## src/rtl/chan_mon_pkg.sv

```systemverilog
`timescale 1ns/1ps
package chan_mon_pkg;

    typedef enum logic [1:0] {
        SK_DYN = 2'd0,
        SK_CYC = 2'd1,
        SK_REL = 2'd2
    } side_kind_e;

    localparam int ERR_REQ_LIFE = 0;
    localparam int ERR_RSP_LIFE = 1;
    localparam int ERR_SCHED    = 2;
    localparam int ERR_ORDER    = 3;
    localparam int NUM_ERR      = 4;
    localparam int REL_MAX      = 8;

    typedef logic [NUM_ERR-1:0] err_vec_t;

    typedef struct packed {
        logic offer;
        logic xfer;
    } msg_evt_t;

    function automatic bit pattern_ok(side_kind_e snd, int snd_n,
                                      side_kind_e rcv, int rcv_n,
                                      bit rel_allowed);
        if (snd == SK_DYN && rcv == SK_DYN) return 1'b1;
        if (snd == SK_CYC && rcv == SK_DYN) return snd_n == 1;
        if (snd == SK_DYN && rcv == SK_CYC) return rcv_n == 1;
        if (snd == SK_CYC && rcv == SK_CYC) return (snd_n == 1) && (rcv_n == 1);
        if (snd == SK_REL && rcv == SK_REL)
            return rel_allowed && (snd_n == rcv_n) && (snd_n >= 0) && (snd_n <= REL_MAX);
        return 1'b0;
    endfunction

endpackage

```

## src/rtl/ccm_msg_xfer.sv

```systemverilog
`timescale 1ns/1ps
module ccm_msg_xfer
    import chan_mon_pkg::*;
#(
    parameter side_kind_e SND_KIND = SK_DYN,
    parameter side_kind_e RCV_KIND = SK_DYN,
    parameter int         REL_N    = 0
) (
    input  logic     clk,
    input  logic     rst,
    input  logic     valid,
    input  logic     ack,
    input  logic     anchor_xfer,
    output msg_evt_t evt
);

    generate
        if (SND_KIND == SK_REL) begin : g_rel
            logic unused_hs;
            assign unused_hs = valid ^ ack;
            if (REL_N == 0) begin : g_same
                logic unused_clk;
                assign unused_clk = clk ^ rst;
                assign evt.offer  = anchor_xfer;
                assign evt.xfer   = anchor_xfer;
            end else begin : g_dly
                logic [REL_N-1:0] dly;
                always_ff @(posedge clk) begin
                    if (rst) begin
                        dly <= '0;
                    end else begin
                        dly[0] <= anchor_xfer;
                        for (int i = 1; i < REL_N; i++) dly[i] <= dly[i-1];
                    end
                end
                assign evt.offer = dly[REL_N-1];
                assign evt.xfer  = dly[REL_N-1];
            end
        end else begin : g_hs
            logic unused_t;
            logic accept;
            assign unused_t  = clk ^ rst ^ anchor_xfer;
            assign accept    = (RCV_KIND == SK_DYN) ? ack : 1'b1;
            assign evt.offer = valid;
            assign evt.xfer  = valid & accept;
        end
    endgenerate

endmodule

```

## src/rtl/ccm_sched_chk.sv

```systemverilog
`timescale 1ns/1ps
module ccm_sched_chk
    import chan_mon_pkg::*;
#(
    parameter bit ENABLE = 1'b0
) (
    input  logic     clk,
    input  logic     rst,
    input  msg_evt_t evt,
    output logic     viol
);

    generate
        if (ENABLE) begin : g_on
            logic last_xfer;
            always_ff @(posedge clk) begin
                if (rst) last_xfer <= 1'b0;
                else     last_xfer <= evt.xfer;
            end
            assign viol = last_xfer & ~evt.offer;
        end else begin : g_off
            logic unused_s;
            assign unused_s = ^{clk, rst, evt};
            assign viol     = 1'b0;
        end
    endgenerate

endmodule

```

## src/rtl/ccm_life_trk.sv

```systemverilog
`timescale 1ns/1ps
module ccm_life_trk
    import chan_mon_pkg::*;
#(
    parameter int DATA_W = 8
) (
    input  logic              clk,
    input  logic              rst,
    input  msg_evt_t          req_evt,
    input  msg_evt_t          rsp_evt,
    input  logic [DATA_W-1:0] req_data,
    input  logic [DATA_W-1:0] rsp_data,
    output logic              req_armed,
    output logic              req_life_viol,
    output logic              rsp_life_viol,
    output logic              order_viol
);

    logic [DATA_W-1:0] req_held;
    logic [DATA_W-1:0] rsp_held;
    logic              rsp_watch;
    logic              armed_nxt;

    // request window: opens on request transfer, closes on response transfer
    always_comb begin
        if (req_evt.xfer) armed_nxt = req_armed | ~rsp_evt.xfer;
        else              armed_nxt = req_armed & ~rsp_evt.xfer;
    end

    always_ff @(posedge clk) begin
        if (rst) begin
            req_armed <= 1'b0;
            req_held  <= '0;
            rsp_watch <= 1'b0;
            rsp_held  <= '0;
        end else begin
            req_armed <= armed_nxt;
            if (req_evt.xfer) req_held <= req_data;
            rsp_watch <= rsp_evt.xfer;
            if (rsp_evt.xfer) rsp_held <= rsp_data;
        end
    end

    assign req_life_viol = req_armed & (req_data != req_held);
    assign order_viol    = req_armed & req_evt.xfer & ~rsp_evt.xfer;
    assign rsp_life_viol = rsp_watch & ~rsp_evt.xfer & (rsp_data != rsp_held);

endmodule

```

## src/rtl/chan_contract_mon.sv

```systemverilog
`timescale 1ns/1ps
module chan_contract_mon
    import chan_mon_pkg::*;
#(
    parameter int         DATA_W       = 8,
    parameter side_kind_e REQ_SND_KIND = SK_DYN,
    parameter int         REQ_SND_N    = 0,
    parameter side_kind_e REQ_RCV_KIND = SK_DYN,
    parameter int         REQ_RCV_N    = 0,
    parameter side_kind_e RSP_SND_KIND = SK_DYN,
    parameter int         RSP_SND_N    = 0,
    parameter side_kind_e RSP_RCV_KIND = SK_DYN,
    parameter int         RSP_RCV_N    = 0
) (
    input  logic              clk,
    input  logic              rst,
    input  logic              req_valid,
    input  logic              req_ack,
    input  logic [DATA_W-1:0] req_data,
    input  logic              rsp_valid,
    input  logic              rsp_ack,
    input  logic [DATA_W-1:0] rsp_data,
    output logic [NUM_ERR-1:0] err_pulse,
    output logic [NUM_ERR-1:0] err_sticky
);

    localparam bit REQ_OK    = pattern_ok(REQ_SND_KIND, REQ_SND_N, REQ_RCV_KIND, REQ_RCV_N, 1'b0);
    localparam bit RSP_OK    = pattern_ok(RSP_SND_KIND, RSP_SND_N, RSP_RCV_KIND, RSP_RCV_N, 1'b1);
    localparam bit REQ_FIXED = (REQ_SND_KIND == SK_CYC);
    localparam bit RSP_FIXED = (RSP_SND_KIND == SK_CYC);

    generate
        if (!REQ_OK) begin : g_bad_req
            $error("chan_contract_mon: request synchronization pattern is ill-formed");
        end
        if (!RSP_OK) begin : g_bad_rsp
            $error("chan_contract_mon: response synchronization pattern is ill-formed");
        end
    endgenerate

    msg_evt_t req_evt;
    msg_evt_t rsp_evt;
    logic     req_armed;
    logic     req_life_v, rsp_life_v, order_v;
    logic     req_sched_v, rsp_sched_v;
    err_vec_t pulse_c;

    ccm_msg_xfer #(
        .SND_KIND(REQ_SND_KIND), .RCV_KIND(REQ_RCV_KIND), .REL_N(0)
    ) u_req_xfer (
        .clk(clk), .rst(rst), .valid(req_valid), .ack(req_ack),
        .anchor_xfer(1'b0), .evt(req_evt)
    );

    ccm_msg_xfer #(
        .SND_KIND(RSP_SND_KIND), .RCV_KIND(RSP_RCV_KIND), .REL_N(RSP_SND_N)
    ) u_rsp_xfer (
        .clk(clk), .rst(rst), .valid(rsp_valid), .ack(rsp_ack),
        .anchor_xfer(req_evt.xfer), .evt(rsp_evt)
    );

    ccm_sched_chk #(.ENABLE(REQ_FIXED)) u_req_sched (
        .clk(clk), .rst(rst), .evt(req_evt), .viol(req_sched_v)
    );

    ccm_sched_chk #(.ENABLE(RSP_FIXED)) u_rsp_sched (
        .clk(clk), .rst(rst), .evt(rsp_evt), .viol(rsp_sched_v)
    );

    ccm_life_trk #(.DATA_W(DATA_W)) u_life (
        .clk(clk), .rst(rst), .req_evt(req_evt), .rsp_evt(rsp_evt),
        .req_data(req_data), .rsp_data(rsp_data), .req_armed(req_armed),
        .req_life_viol(req_life_v), .rsp_life_viol(rsp_life_v),
        .order_viol(order_v)
    );

    always_comb begin
        pulse_c               = '0;
        pulse_c[ERR_REQ_LIFE] = req_life_v;
        pulse_c[ERR_RSP_LIFE] = rsp_life_v;
        pulse_c[ERR_SCHED]    = req_sched_v | rsp_sched_v;
        pulse_c[ERR_ORDER]    = order_v;
    end

    assign err_pulse = pulse_c;

    always_ff @(posedge clk) begin
        if (rst) err_sticky <= '0;
        else     err_sticky <= err_sticky | pulse_c;
    end

endmodule

```

## config.mk

```make
export PLATFORM = sky130hd
export DESIGN_NAME = chan_contract_mon
export DESIGN_NICKNAME = d
export VERILOG_FILES = /design/src/rtl/chan_mon_pkg.sv /design/src/rtl/ccm_msg_xfer.sv /design/src/rtl/ccm_sched_chk.sv /design/src/rtl/ccm_life_trk.sv /design/src/rtl/chan_contract_mon.sv
export SDC_FILE = /design/constraint.sdc
export NUM_CORES = 1
export LEC_CHECK = 0
export BUFFER_PORTS_ARGS = -buffer_cell sky130_fd_sc_hd__buf_2
export CELL_PAD_IN_SITES_DETAIL_PLACEMENT = 0
export CELL_PAD_IN_SITES_GLOBAL_PLACEMENT = 1
export CORE_MARGIN = 4
export CORE_UTILIZATION = 34
export CTS_CLUSTER_SIZE = 30
export DETAILED_ROUTE_END_ITERATION = 16
export HOLD_SLACK_MARGIN = 0.1
export PLACE_DENSITY = 0.86
export SYNTH_ARGS = -nofsm -noshare
export SYNTH_HDL_FRONTEND = slang
export SYNTH_SLANG_ARGS = --single-unit
export TNS_END_PERCENT = 10
```

## constraint.sdc

```tcl
create_clock -name clk -period 3.4 [get_ports clk]
set_input_delay 0.34 -clock clk [delete_from_list [all_inputs] [get_ports clk]]
set_output_delay 0.34 -clock clk [all_outputs]
set_load 0.01 [all_outputs]
```

# == Word-level counts from Yosys, hierarchy flattened ==
# Cells that the tools add are included.
# totals
input_bits,22
out_inout_bits,8
mem_bits_rw,0
memories,0
register_bits,22
mem_bits_ro,0
latch_bits,0
# classes
addsub,0
n_reduce_logical,0
eq_ne,2
n_lt_le_gt_ge,0
n_shift,0
mul,0
n_mux,1
n_div,0
bitwise,11
# op_table
op,count
8-bit != test,2
1-bit AND,8
4-bit OR,1
1-bit two-way mux,1
1-bit NOT,1
1-bit OR,1

# == Depth between registers and ports, before layout ==
# Gate-level depths: netlist (run 1).
# logic_depth
word_depth,5
mapped_depth,4
mapped_depth_nobuf,4

# == By module ==
# From an unflattened synthesis (run 1), not the netlist that was laid out.
# hier_totals
cells_unflattened,107
hier_area_um2,1009.7
# modules_own_cells
mod,cells_per_inst,seq_area_each_um2,area_per_inst_um2,n_inst
ccm_life_trk,82,360.3,815.8,1
chan_contract_mon,17,80.1,143.9,1
ccm_msg_xfer,2,0.0,13.8,2
ccm_sched_chk,2,0.0,11.3,2

# == Worst setup path after synthesis (run 1) ==
# OpenSTA, ideal clock, no wires.
# synth_timing
kind,in2out
from,input port req_data[1]
to,output port err_pulse[0]
cell_stages,4
slack_ns,2.078
t_arrival_ns,0.982
path_cell_list,xor2_1 -> nor4_1 -> a21boi_1 -> buf_4
# synth_via
elab_chain_len,2
# synth_lines
element,line,rtl
from (decl),chan_contract_mon.sv:19,"input logic [DATA_W-1:0] req_data,"
8-bit != test,ccm_life_trk.sv:44,assign req_life_viol = req_armed & (req_data != req_held);
1-bit AND,ccm_life_trk.sv:44,
to (decl),chan_contract_mon.sv:23,"output logic [NUM_ERR-1:0] err_pulse,"
# No other way between the ends.

# == Final worst setup path (run 1) ==
# layout_timing
from,register u_life.rsp_held[4]
to,output port err_pulse[1]
# layout_via
elab_chain_len,2
# layout_lines
element,line,rtl
from (decl),ccm_life_trk.sv:20,logic [DATA_W-1:0] rsp_held;
from (signal assigned),ccm_life_trk.sv:40,if (rsp_evt.xfer) rsp_held <= rsp_data;
8-bit != test,ccm_life_trk.sv:46,assign rsp_life_viol = rsp_watch & ~rsp_evt.xfer & (rsp_data != rsp_held);
1-bit AND,ccm_life_trk.sv:46,
# No other way between the ends.

==> results by group, run 1 <==
Run status
  – Status: completed

Clock tree
  – Clock Latency Late Sink: approximately 0.30 ns
  – Resize count post-CTS: 0
  – Root buffer cell: clkbuf_4
  – Hold buffers post-CTS: 0
  – CTS tree: yes
  – CTS Buffer Depth: 2
  – Clock transition at path regs: 0.11 ns
  – Clock sinks: 21
  – Num CTS Buffers: 3
  – Post-CTS Setup Bufs: 0
  – H-tree lvl count: 1

Global routing
  – First-pass GRT wire length: 2800 µm
  – Antenna violations before repair: 0
  – Grt total ovfl: 0
  – Vias in the first global route: roughly 700
  – GRT Total Usage: 0.102
  – Largest net degree at the start of global routing: 22

Synth
  – Synth top area share: 0.450
  – Sequential-to-total area share from yosys stat: 0.450
  – Syn avg cell area: 8.06 µm²
  – Ys Warns: 0
  – Ys async rst share: 0
  – Count of cell types in the netlist: 15
  – Post-synth top cells: nand2_1 (36), dfxtp_1 (21), a21oi_1 (18), xor2_1 (16), buf_4 (5)
  – Post-Syn Area: 935 µm²
  – Area leader, netlist: dfxtp_1
  – Cells after synthesis: between 100 and 150
  – Top-count cell post-synth: nand2_1
  – Area contributors post-synth: dfxtp_1 (45%), xor2_1 (15%), nand2_1 (14%), a21oi_1 (9.6%), buf_4 (4.0%)
  – Synth Flop Type: dfxtp_1
  – #FFs+latches synth: 21
  – Number of flops mapped to enable cells by yosys: 0

Layout
  – FILL cells: 265
  – ANT cells: 0
  – Area of the multi-input gates: 460 µm²
  – Storage element area: roughly 420 µm²
  – Fraction of layout cells with a size suffix above 1: 0.225
  – Layout area overhead: 15.7%
  – Finished Layout Cells: 168
  – Final net count: approximately 160

Flow run
  – Max-Cap Viols: 0

Routing
  – Post-route ant nets: 0
  – Routed WL per cell: between 10 and 15 µm
  – Initial DRC Count: 6
  – Final wirelength: 1750 µm
  – Via count: 769
  – Vias per cell: 4.58
  – 1st-pass router iterations: 4
  – Drt drc: 0

Critical path
  – Crit Path Class: flop to output pin
  – CP arrival: ~1.4 ns
  – Setup crit start kind: flop
  – Crit path capture type: output pin
  – WP data required: between 3 and 4 ns
  – Reg-to-reg critical path startpoint: u_life.req_held[1]
  – Crit. Startpoint: u_life.rsp_held[4]
  – CP max FO: 2

Place
  – Post-place setup slack: 1.82 ns
  – RD Place Congestion: 0.682
  – Input/output buffers: 27
  – Dpl hpwl: 1340 µm
  – Placed Instances: between 150 and 200

STA
  – Worst Skew: 0.00202 ns
  – Post-layout min period: 1.78 ns
  – Fin Setup TNS: 0 ns
  – Max-slew violations: 0
  – Setup Viol. Count Final: 0
  – Setup WS post-layout: approximately 1.6 ns
  – RSZ-0062 raised after global routing: no
  – Final hold violations: 0
  – Post-route clock period utilization: 0.523
  – Peak Freq: 563 MHz

Power
  – Total power: about 0.44 mW
  – Cell Pwr Density: roughly 410 mW/mm²
  – Max rail drop VDD: around 0.21 mV
  – P_leak: ~0.51 nW

Floorplan
  – Core box area: 0.00254 mm²
  – Rows: 18
  – I/O Pins: 30
  – Die Wd: 60.4 µm
  – Die area: 0.00365 mm²
  – Initial Utilization: 0.367
  – Die height: 60.4 µm

Hold path
  – Worst Hold Class: input pin to flop
  – Worst Hold Launch: rsp_data[0]
-- through the flow --
stage | cell area, µm² | utilization | hold WS (ns)
after CTS | 1080 | 0.425 | 0.268
after global routing | 1080 | 0.425 | 0.274
after detailed placement | 1050 | 0.414 | 0.457
after floorplan | 938 | - | 0.448
final | 1080 | 0.425 | 0.282
after global placement | 1050 | 0.414 | 0.449
-- logic make-up after synthesis --
kind of cell              synth area share
DFF                                  0.450
AOI/OAI and AO/OA                    0.131
other                              0.00401
buffers and inverters               0.0616
xor gates and xnor gates             0.150
and+or+nand+nor                      0.203
-- path summary, 6_finish.rpt --
| check | slack [ns] | cells past startpoint | endpoint |
|---|---|---|---|
| setup / recovery | 1.62 | 4 | err_pulse[1] |
| hold / removal | 0.28 | 3 | u_life.rsp_held[0] |
| setup reg to reg | 2.15 | 4 | err_sticky[0] |
| hold reg to reg | 0.47 | 2 | u_life.rsp_held[0] |
-- cells in the final DEF, fill, tap and decap left out, drive strengths merged --
master  synthesis  final
buf             6     27
a21boi          1      1
clkbuf          4      3
dfxtp          21     21
nand2          36     36
xor2           16     16
o21ba           2      2
nor4            4      4
a21oi          18     18
conb            1      2
nor2            3      3
and2            2      2
clkinv          0      1
and3            1      1
o21ai           1      1
-- per-layer routing --
layer,part of all wire,wire (µm),GRT usage,vias to the layer above
met3,0.052,91,0.0149,2
met1,0.46,804,0.123,342
met2,0.47,824,0.170,15
met4,0.015,27,0.0650,0
li1,-,-,-,410
met5,0,0,0,-
-- worst max-delay path: stages, from the launching register on --
cell     delay, ns
dfxtp_1       0.35
xor2_1        0.16
nor4_1        0.31
a21oi_1       0.15
buf_2         0.17
-- where the power goes --
group | internal (mW) | total (mW) | switching (mW)
Clock | 0.0438 | 0.117 | 0.0734
Sequential | 0.258 | 0.264 | 0.00647
Combinational | 0.0273 | 0.0608 | 0.0335
-- registers in the layout, indices dropped and copies added (netlist names) --
register and count:
err_sticky 3, u_life.req_armed 1, u_life.req_held 8, u_life.rsp_held 8, u_life.rsp_watch 1
-- final cells by class --
cell class,instances,share of cell area
multi-input cells,86,0.426
flip-flops and latches,21,0.389
repair buffers,27,0.125
well taps,30,0.0347
clock buffers,3,0.0208
clock inverters,1,0.00463
No activity file was read; power rests on OpenSTA's default activity.
==> run 2, diff against run 1 <==
--- a/config.mk
+++ b/config.mk
@@ -9,11 +9,11 @@
 export CELL_PAD_IN_SITES_DETAIL_PLACEMENT = 0
 export CELL_PAD_IN_SITES_GLOBAL_PLACEMENT = 1
 export CORE_MARGIN = 4
-export CORE_UTILIZATION = 34
+export CORE_UTILIZATION = 31
 export CTS_CLUSTER_SIZE = 30
 export DETAILED_ROUTE_END_ITERATION = 16
 export HOLD_SLACK_MARGIN = 0.1
-export PLACE_DENSITY = 0.86
+export PLACE_DENSITY = 0.83
 export SYNTH_ARGS = -nofsm -noshare
 export SYNTH_HDL_FRONTEND = slang
 export SYNTH_SLANG_ARGS = --single-unit
==> constraint.sdc (replaced) <==
create_clock -name clk -period 1.5 [get_ports clk]
set_input_delay 0.15 -clock clk [delete_from_list [all_inputs] [get_ports clk]]
set_output_delay 0.15 -clock clk [all_outputs]
set_load 0.01 [all_outputs]
==> run 2 against run 1 <==
Against the previous run:
- the run now ends with negative setup slack left
- clock skew grew 0.0020 ns
- design area grew 17%
- routed wire length grew 18%
- sequential share of layout area shrank 5.5 points
- worst hold slack lost 0.097 ns
- first-iteration DRC count grew to 3.2 times the previous value
- total power grew 140%
- critical path type unchanged
==> results by group, run 2 (synthesis results as in run 1) <==
Place
  – Dpl hpwl: 1420 µm (was 1340 µm)
  – RD Place Congestion: 0.674 (was 0.682)
  – Input/output buffers: 27 (unchanged)

Power
  – Clock share of power: 0.266 (was 0.265)
  – Max rail drop VDD: 0.261 mV (was 0.210 mV)
  – Logic pwr share: 0.170 (was 0.138)
  – Total power: 1.06 mW (was 0.442 mW)
  – P_leak: 0.585 nW (was 0.512 nW)
  – Sequential power share: 0.564 (was 0.597)
  – Cell Pwr Density: 839 mW/mm² (was 409 mW/mm²)
  – Switching Share: 0.269 (was 0.257)
  – Internal Pwr Total: 0.776 mW (was 0.329 mW)
  – NetSw: 0.285 mW (was 0.113 mW)

Global routing
  – Grt total ovfl: 0 (unchanged)
  – GRT Total Usage: 0.111 (was 0.102)
  – Antenna violations before repair: 0 (unchanged)
  – First-pass GRT wire length: 3510 µm (was 2800 µm)
  – Vias in the first global route: 864 (was 698)
  – Largest net degree at the start of global routing: 22 (unchanged)

Routing
  – Met1 Wirelength: 896 µm (was 804 µm)
  – Routed WL per cell: 11.0 µm (was 10.4 µm)
  – Vias per cell: 4.61 (was 4.58)
  – Highest metal used: met4 (unchanged)
  – Drt drc: 0 (unchanged)
  – Final wirelength: 2060 µm (was 1750 µm)
  – 1st-pass router iterations: 4 (unchanged)
  – Initial DRC Count: 19 (was 6)
  – Via count: 858 (was 769)
  – Wire length on met2: 1010 µm (was 824 µm)
  – Post-route ant nets: 0 (unchanged)
  – DR WL met3: 77 µm (was 91 µm)

Critical path
  – Critical path, cell by cell: xor2_1, nor4_2, a21oi_1, buf_2 (was xor2_1, nor4_1, a21oi_1, buf_2)
  – Worst path slowest cell: dfxtp_2 (was dfxtp_1)
  – Crit Path Class: flop to output pin (unchanged)
  – Setup crit start kind: flop (unchanged)
  – WP buf/inv: 1 (unchanged)
  – CP arrival: 1.40 ns (was 1.44 ns)
  – Crit-path max cell delay: 0.35 ns (about the same)
  – CP max FO: 2 (unchanged)
  – Top Family by Delay on Critical Path: flip-flops (unchanged)
  – Crit path capture type: output pin (unchanged)
  – WP data required: 1.35 ns (was 3.06 ns)

Floorplan
  – Core box area: 0.00283 mm² (was 0.00254 mm²)
  – Die Wd: 62.9 µm (was 60.4 µm)
  – Rows: 19 (was 18)
  – I/O Pins: 30 (unchanged)
  – Initial Utilization: 0.330 (was 0.367)
  – Die height: 62.9 µm (was 60.4 µm)
  – Die area: 0.00396 mm² (was 0.00365 mm²)

STA
  – Peak Freq: ~640 MHz
  – RSZ-0062 raised after global routing: yes (was no)
  – Hold WS: 0.184 ns (was 0.282 ns)
  – Setup Viol. Count Final: 2 (was 0)
  – Max-slew violations: 0 (unchanged)
  – Worst Skew: 0.00402 ns (was 0.00202 ns)
  – Final hold violations: 0 (unchanged)
  – Post-layout min period: 1.55 ns
  – Fin Setup TNS: -0.0650 ns (was 0 ns)
  – Setup WS post-layout: -0.0537 ns (was 1.62 ns)
  – Post-route clock period utilization: 1.04

Clock tree
  – CTS Buffer Depth: 2 (unchanged)
  – CTS tree: yes (unchanged)
  – H-tree lvl count: 1 (unchanged)
  – Post-CTS Setup Bufs: 0 (unchanged)
  – Clock Latency Late Sink: 0.31 ns (was 0.30 ns)
  – Num CTS Buffers: 3 (unchanged)
  – Clock transition at path regs: 0.12 ns (was 0.11 ns)
  – Root buffer cell: clkbuf_4 (unchanged)
  – Clock sinks: 21 (unchanged)

Hold path
  – Worst Hold Class: input pin to flop (unchanged)

Flow run
  – Max-Cap Viols: 0 (unchanged)

Layout
  – Fraction of layout cells with a size suffix above 1: 0.226 (was 0.225)
  – FILL cells: 280 (was 265)
  – Final net count: 178 (was 161)
  – ANT cells: 0 (unchanged)
  – Layout area overhead: 35.2% (was 15.7%)
  – Top Registers: u_life.req_held (8), u_life.rsp_held (8), err_sticky (3) (unchanged)
  – Commonest non-fill, non-tap cell in the layout: nand2_1 (unchanged)
  – Commonest non-fill, non-tap cells in the layout: nand2_1 (36), buf_2 (27), dfxtp_1 (20) (was nand2_1 (36), buf_2 (27), dfxtp_1 (21))

Run status
  – Violated checks: negative setup slack
  – Status: complete, but fails checks (was completed)
==> run 2: cell count changes in the layout (fill, tap and decap cells not counted) <==
cell           previous run  this run
nor4_1                    4         2
dfxtp_2                   0         1
nor4_2                    0         2
buf_4                     0         1
dlygate4sd3_1             0        16
dfxtp_1                  21        20
==> run 2: final timing paths <==
path | from | endpoint | slack, ns | cells after the start
worst max-delay path | u_life.rsp_held[2] | err_pulse[1] | -0.05 | 4
worst min-delay path | rsp_ack | u_life.rsp_watch | 0.18 | 3
worst max register to register | u_life.rsp_held[2] | err_sticky[1] | 0.30 | 4
worst min register to register | u_life.rsp_held[2] | u_life.rsp_held[2] | 0.47 | 2
==> run 2: stage by stage <==
step / cells / setup slack [ns] / utilization / cell area (µm²)
final: 186 / -0.0537 / 0.447 / 1260
after global routing: 186 / -0.147 / 0.447 / 1260
after CTS: 186 / -0.0564 / 0.444 / 1260
after detailed placement: 166 / 0.240 / 0.375 / 1060
after global placement: 166 / 0.250 / 0.375 / 1060
after floorplan: 117 / 0.399 / - / 938
==> run 2: per-layer routing <==
layer / vias to the layer above / global-route usage
met5: - / 0
li1: 446 / -
met2: 21 / 0.186
met4: 0 / 0.0854
met3: 7 / 0.0216
met1: 384 / 0.122
==> run 2: worst register-to-register path, delay by kind of cell (launching register included) <==
| kind | cells | cell delay, ns |
|---|---|---|
| flops | 1 | 0.35 |
| simple gates | 1 | 0.31 |
| compound gates | 2 | 0.30 |
| xor+xnor | 1 | 0.16 |
==> run 2: area by class of cell <==
type,instances,area [µm²],share of cell area
repair buffers,44,303,0.240
well taps,31,38.8,0.0307
clock buffers,3,22.5,0.0178
flip-flops and latches,21,422,0.334
clock inverters,1,5.00,0.00396
multi-input cells,86,473,0.374
==> run 2: timing repair <==
action                                 in CTS  in global routing
endpoints found under the hold margin      16                  0
setup endpoints to repair                   2                  2
pin swaps                                   1                  0
gates resized for setup                     2                  1
hold buffers                               16                  0
==> run 2: power groups by stage <==
stage	registers [mW]	logic, mW	clock network [mW]
detailed placement	0.612	0.143	0
global route	0.603	0.202	0.317
floorplan	0.611	0.0905	0
finish	0.599	0.180	0.282
global placement	0.610	0.139	0
CTS	0.599	0.178	0.290
